**src/rtl/mscrc_pkg.sv**
```systemverilog
package mscrc_pkg;
  localparam int unsigned CRC_W = 24;
  localparam logic [CRC_W:0] MODES_GEN = 25'h1FFF409;
  typedef enum logic {PH_DIVIDE = 1'b0, PH_EMPTY = 1'b1} phase_e;
endpackage

```
**src/rtl/mscrc_lfsr.sv**
```systemverilog
module mscrc_lfsr
  import mscrc_pkg::*;
#(
  parameter int unsigned W = CRC_W,
  parameter logic [W:0] GEN = MODES_GEN
) (
  input  logic clk,
  input  logic rst,
  input  logic bit_in,
  input  logic bit_vld,
  input  logic first_bit,
  input  logic empty_en,
  output logic par_miss
);
  logic [W-1:0] crc_q, base, crc_d;
  phase_e ph;

  always_comb begin
    ph   = (empty_en && !first_bit) ? PH_EMPTY : PH_DIVIDE;
    base = first_bit ? '0 : crc_q;
    crc_d = crc_q;
    if (bit_vld) begin
      if (ph == PH_EMPTY)
        crc_d = {base[W-2:0], 1'b0};
      else
        crc_d = {base[W-2:0], 1'b0} ^ ((base[W-1] ^ bit_in) ? GEN[W-1:0] : '0);
    end
    par_miss = bit_vld && (ph == PH_EMPTY) && (crc_q[W-1] != bit_in);
  end

  always_ff @(posedge clk) begin
    if (rst) crc_q <= '0;
    else     crc_q <= crc_d;
  end

  // an idle cycle leaves the register untouched
  a_r7_idle_hold: assert property (@(posedge clk) disable iff (rst)
    !bit_vld |=> $stable(crc_q));
  // the first bit starts from zero, so the register holds the tap pattern or zero
  a_r2_fresh_start: assert property (@(posedge clk) disable iff (rst)
    (bit_vld && first_bit) |=> (crc_q == '0 || crc_q == GEN[W-1:0]));
endmodule

```
**config.mk**
```make
export PLATFORM = sky130hd
export DESIGN_NAME = mscrc_lfsr
export DESIGN_NICKNAME = d
export VERILOG_FILES = /design/src/rtl/mscrc_pkg.sv /design/src/rtl/mscrc_lfsr.sv
export SDC_FILE = /design/constraint.sdc
export NUM_CORES = 1
export LEC_CHECK = 0
export CORE_MARGIN = 1
export CORE_UTILIZATION = 40
export CTS_CLUSTER_DIAMETER = 30
export DETAILED_ROUTE_END_ITERATION = 8
export DONT_BUFFER_PORTS = 1
export PLACE_DENSITY_LB_ADDON = 0.3
export SLEW_MARGIN = 10
export SYNTH_ARGS = -nofsm -noshare
export SYNTH_HDL_FRONTEND = slang
export SYNTH_SLANG_ARGS = --single-unit
```
**constraint.sdc**
```tcl
create_clock -name clk -period 2.1 [get_ports clk]
set_clock_uncertainty 0.2 [all_clocks]
set_input_delay 0.21 -clock clk [delete_from_list [all_inputs] [get_ports clk]]
set_output_delay 0.21 -clock clk [all_outputs]
set_load 0.03 [all_outputs]
```
* Yosys cells after proc, flatten, opt, wreduce, memory -nomap -nowiden *
Cells that the tools add are included.

word-level totals
  flip-flop bits (word level) = 24
  input port bits = 6

cells by class
  equality and inequality tests = 1
  muxes and demuxes = 4
  bitwise gates (word level) = 2
  reduce and logical (&&, ||, !) cells = 4

operators with widths
  cell                   count
  two-way mux 24 bit     3
  bitwise XOR 24 bit     1
  logical AND 1 bit      3
  zero test 1 bit        1
  two-way mux 1 bit      1
  inequality test 1 bit  1
  bitwise XOR 1 bit      1

* Depth between registers and ports, before layout *
  depth in word-level cells = 5
  mapped depth = 5
  mapped depth without buffers = 3

* Worst setup path after synthesis *
No wires, ideal clock.

  kind = register -> output
  start point = reg crc_q[23]
  end point = out par_miss
  arrival = 1.406 ns
  data required time = 1.690 ns
  slack = 0.284 ns
  cell stages (with the launch flop) = 6
  cells stage by stage = dfxtp_1 > buf_2 > buf_4 > clkbuf_1 > nand2b_1 > a21oi_1

between the ends
  longest elaborated chain between the ends = 2

ends and longest elaborated chain
  element                   RTL line          RTL
  start: declaration        mscrc_lfsr.sv:15  logic [W-1:0] crc_q, base, crc_d;
  start signal: assignment  mscrc_lfsr.sv:33  else crc_q <= crc_d;
  inequality test 1 bit     mscrc_lfsr.sv:28  par_miss = bit_vld && (ph == PH_EMPTY) && (crc_q[W-1] != bit_in);
  logical AND 1 bit         mscrc_lfsr.sv:28
  end: declaration          mscrc_lfsr.sv:13  output logic par_miss

Every way passes these cells.

* Final worst setup path *
  start point = in bit_in
  end point = reg crc_q[18]

between the ends
  longest elaborated chain between the ends = 4

ends and longest elaborated chain
  element             RTL line          RTL
  start: declaration  mscrc_lfsr.sv:9   input logic bit_in,
  bitwise XOR 1 bit   mscrc_lfsr.sv:26  crc_d = {base[W-2:0], 1'b0} ^ ((base[W-1] ^ bit_in) ? GEN[W-1:0] : '0);
  two-way mux 24 bit  mscrc_lfsr.sv:26
  bitwise XOR 24 bit  mscrc_lfsr.sv:26
  two-way mux 24 bit  mscrc_lfsr.sv:23  if (ph == PH_EMPTY)

Every way passes these cells.
A chain may end at the register's enable or synchronous reset.

==> parameters.txt <==
Parameter                              Value

Power
  Static leakage power ... around 0.47 nW
  Worst ir drop on vdd ... 314 uV
  Design Power ... 1.12 mW
  Total power per unit cell area ... 632 nW/um2

Timing
  Period Utilization, post-route ... 0.974
  Rel. slew slack ... 0.324
  Transition time of the tightest slew-check pin ... 1.01 ns
  Unrepaired setup endpoints after global routing ... true
  Max Clock Freq ... 0.489 GHz
  Worst-case setup margin in the final layout ... 0.0542 ns
  Post-route minimum period ... 2.05 ns
  Finish-stage setup viols ... 0
  Slew Viols, Final ... 0
  Hold Vio Cnt, Final ... 0

Layout
  Number of antenna diodes ... 0
  Final layout net count ... 184
  Number of filler instances in the final layout ... 341
  Final std cells w/o fill ... 225
  Area added between synthesis and finish ... 9.27%
  Flip-flop count of the largest register after layout ... 24
  Biggest register ... crc_q
  Share of post-route cells with drive strength above 1 ... 0.0791
  Post-Layout Inst Area ... 1770 um2
  Largest regs ... crc_q (24)

Global routing
  Maximum number of pins on one net before global-route repair ... 61
  Initial antenna violation count ... 0
  Total routing resource utilization after global routing ... 0.190
  Via count of the first global-routing pass ... 1349
  Wire length of the first global-routing pass ... ~6500 um
  GRT Residual Overflow ... 0

Clocking
  Number of sinks handled by clock tree synthesis ... 24
  Insertion delay to the later sink of the worst-skew pair ... 0.27 ns
  H-tree depth ... 1
  Maximum clock insertion buffer count ... 2
  Number of buffers inserted during clock tree synthesis ... 3
  CTS clk-pin slew, worst paths ... 0.10 ns
  CTS tree ... done
  Clock root buffer ... sky130_fd_sc_hd__clkbuf_8
  Post CTS Setup Buffer Count ... 0

Logic synthesis
  Synthesis warning total ... 0
  Share of synthesized cell area in full adder, half adder and majority cells ... 0
  Simple logic cell fraction of the synthesized area ... 0.404
  Share of the synthesized area in compound gates (AO/OA/AOI/OAI) ... 0.207
  Post-synthesis async set-or-reset flop share ... 0
  Number of instances in the synthesized netlist ... 187
  Number of flip-flops and latches in the synthesized netlist ... 24
  Summed instance area of the synthesized netlist ... around 1600 um2
  Syn Area/Cell ... ~8.7 um2
  Mux cell area share after synthesis ... 0
  Share of the synthesized area in the top cell type ... 0.297
  Xor and xnor fraction of the mapped netlist area ... 0
  EDFF count, synth ... 0
  Share of the yosys chip area belonging to registers ... 0.297
  Post-synthesis cell type with the largest combined area ... sky130_fd_sc_hd__dfxtp_1
  Most common library cells after synthesis ... 28 x sky130_fd_sc_hd__nor4b_1, 24 x sky130_fd_sc_hd__dfxtp_1, 23 x sky130_fd_sc_hd__nand3b_1
  Main area contributors after synthesis ... sky130_fd_sc_hd__dfxtp_1 30%, sky130_fd_sc_hd__nor4b_1 15%, sky130_fd_sc_hd__nand3b_1 11%
  Cell variety after synth ... 20
  Primary FF master, synth ... sky130_fd_sc_hd__dfxtp_1
  Dominant cell by count in the synthesized netlist ... sky130_fd_sc_hd__nor4b_1
  Dominant combinational cell family by area after synthesis ... simple AND/OR/NAND/NOR gates
  Number of nets produced by synthesis ... 193

Critical path
  Worst setup path startpoint ... bit_in
  Largest fanout of any net on the critical path ... 35
  Slowest cell on the critical path ... sky130_fd_sc_hd__dlygate4sd3_1
  Cell type with the highest occurrence count on the critical path ... sky130_fd_sc_hd__dlygate4sd3_1
  Worst Setup Start Kind ... input pin
  Category of the worst setup path capture point ... flip-flop
  Reg-to-Reg Start ... crc_q[23]
  Cells traversed along the worst timing path ... dlygate4sd3_1 -> nand3_1 -> a311oi_1 -> dlygate4sd3_1
  Data required time at the worst endpoint ... around 2.1 ns
  Arrival @ worst endpoint ... 2.07 ns
  Setup Crit Path Kind ... in2reg
  Crit path largest cell delay ... about 0.9 ns

Die
  Die span in x ... 65.6 um
  Starting utilization of the core area ... 0.429
  Die Footprint ... 4310 um2
  Number of top-level pins ... 7
  Core footprint ... 3770 um2
  Number of core rows ... 22
  Die H ... 65.6 um

Status
  Run status ... finished, final reports clean

Placed design
  Final RePlAce weighted congestion ... 0.659
  Post-placement worst setup slack ... 0.462 ns
  Port-buffer cells ... 0
  Detailed placement HPWL ... 1900 um
  Area after detailed placement ... 1570 um2
  Number of placed cells counting well taps ... between 200 and 250

Drt
  Total wire length ... 3920 um
  Count of nets left with antenna violations after detail routing ... 0
  Number of DRC violations after detailed-routing iteration 0 ... between 50 and 60
  Per-cell via count in the routed design ... 6.65
  Mean routed wirelength per cell ... 17.4 um
  Remaining design rule violation count ... 0
  Iteration count of the initial detailed-routing pass ... 4
  Vias after detailed routing ... 1496

Worst hold path
  Min-delay src ... empty_en
  Min-delay worst type ... in2reg

Job
  Max-cap violation count ... 0
[placed cells by master, fill, tap and decap left out]
cell	instances
sky130_fd_sc_hd__a2111oi_0	5
sky130_fd_sc_hd__a2111oi_1	9
sky130_fd_sc_hd__a21bo_4	1
sky130_fd_sc_hd__a21oi_1	11
sky130_fd_sc_hd__a311oi_1	14
sky130_fd_sc_hd__buf_12	1
sky130_fd_sc_hd__buf_4	2
sky130_fd_sc_hd__bufinv_16	1
sky130_fd_sc_hd__clkbuf_16	2
sky130_fd_sc_hd__clkbuf_8	3
sky130_fd_sc_hd__dfxtp_1	23
sky130_fd_sc_hd__dfxtp_4	1
sky130_fd_sc_hd__dlygate4sd3_1	6
sky130_fd_sc_hd__dlymetal6s4s_1	1
sky130_fd_sc_hd__nand2_1	1
sky130_fd_sc_hd__nand2b_1	11
sky130_fd_sc_hd__nand3_1	14
sky130_fd_sc_hd__nand3b_1	23
sky130_fd_sc_hd__nor2_1	16
sky130_fd_sc_hd__nor2b_2	1
sky130_fd_sc_hd__nor3_4	1
sky130_fd_sc_hd__nor4b_1	27
sky130_fd_sc_hd__nor4b_2	1
sky130_fd_sc_hd__o21a_1	1
sky130_fd_sc_hd__or3b_1	1
[through the flow]
step | utilization | hold WS, ns | setup TNS, ns
2_1_floorplan | - | 0.0821 | 0
3_3_place_gp | 0.415 | 0.0814 | 0
3_5_place_dp | 0.415 | 0.0840 | 0
4_1_cts | 0.453 | 0.0130 | 0
5_1_grt | 0.469 | 0.0204 | -0.0286
6_report | 0.469 | 0.00738 | 0
[per-layer routing]
| metal | track usage | routed length, um | vias up |
|---|---|---|---|
| li1 | - | - | 712 |
| met1 | 0.245 | 1780 | 735 |
| met2 | 0.323 | 1900 | 45 |
| met3 | 0.0191 | 209 | 4 |
| met4 | 0.0734 | 37 | 0 |
| met5 | 0 | 0 | - |
[where the power goes]
group / internal, mW / total, mW / leakage, nW / switching (mW)
sequential: 0.480 / 0.511 / 0.198 / 0.0304
combinational: 0.0988 / 0.194 / 0.234 / 0.0955
clock: 0.255 / 0.413 / 0.0357 / 0.158
[final timing paths]
check,endpoint,slack (ns),cells past startpoint
worst min-delay path,crc_q[16],0.007,3
worst min register to register,crc_q[1],0.28,2
worst max register to register,crc_q[17],0.08,5
worst max-delay path,crc_q[18],0.05,4
[logic make-up after synthesis]
logic type	Yosys count
buffers and inverters	26
AND/OR/NAND/NOR	96
flip-flops	24
AO/OA/AOI/OAI	41
[worst max-delay path: cells and delay by family]
family                 cells  cell delay (ns)
AO/OA/AOI/OAI              1             0.26
AND/OR/NAND/NOR            1             0.13
buffers and inverters      2             1.46
[final cells by class]
type | count | area, um2 | share of cell area
Clock buffer | 3 | 41.3 | 0.0233
Clock inverter | 1 | 30.0 | 0.0170
Multi-Input combinational cell | 137 | 996 | 0.563
Sequential cell | 24 | 484 | 0.274
Tap cell | 48 | 60.1 | 0.0339
Timing Repair Buffer | 12 | 158 | 0.0891
[repair_timing]
item,in CTS,in global routing
hold buffers,7,0
setup endpoints to repair,0,2
resized for setup,0,4
hold endpoints to repair,24,0
(Power assumes the default switching activity.)
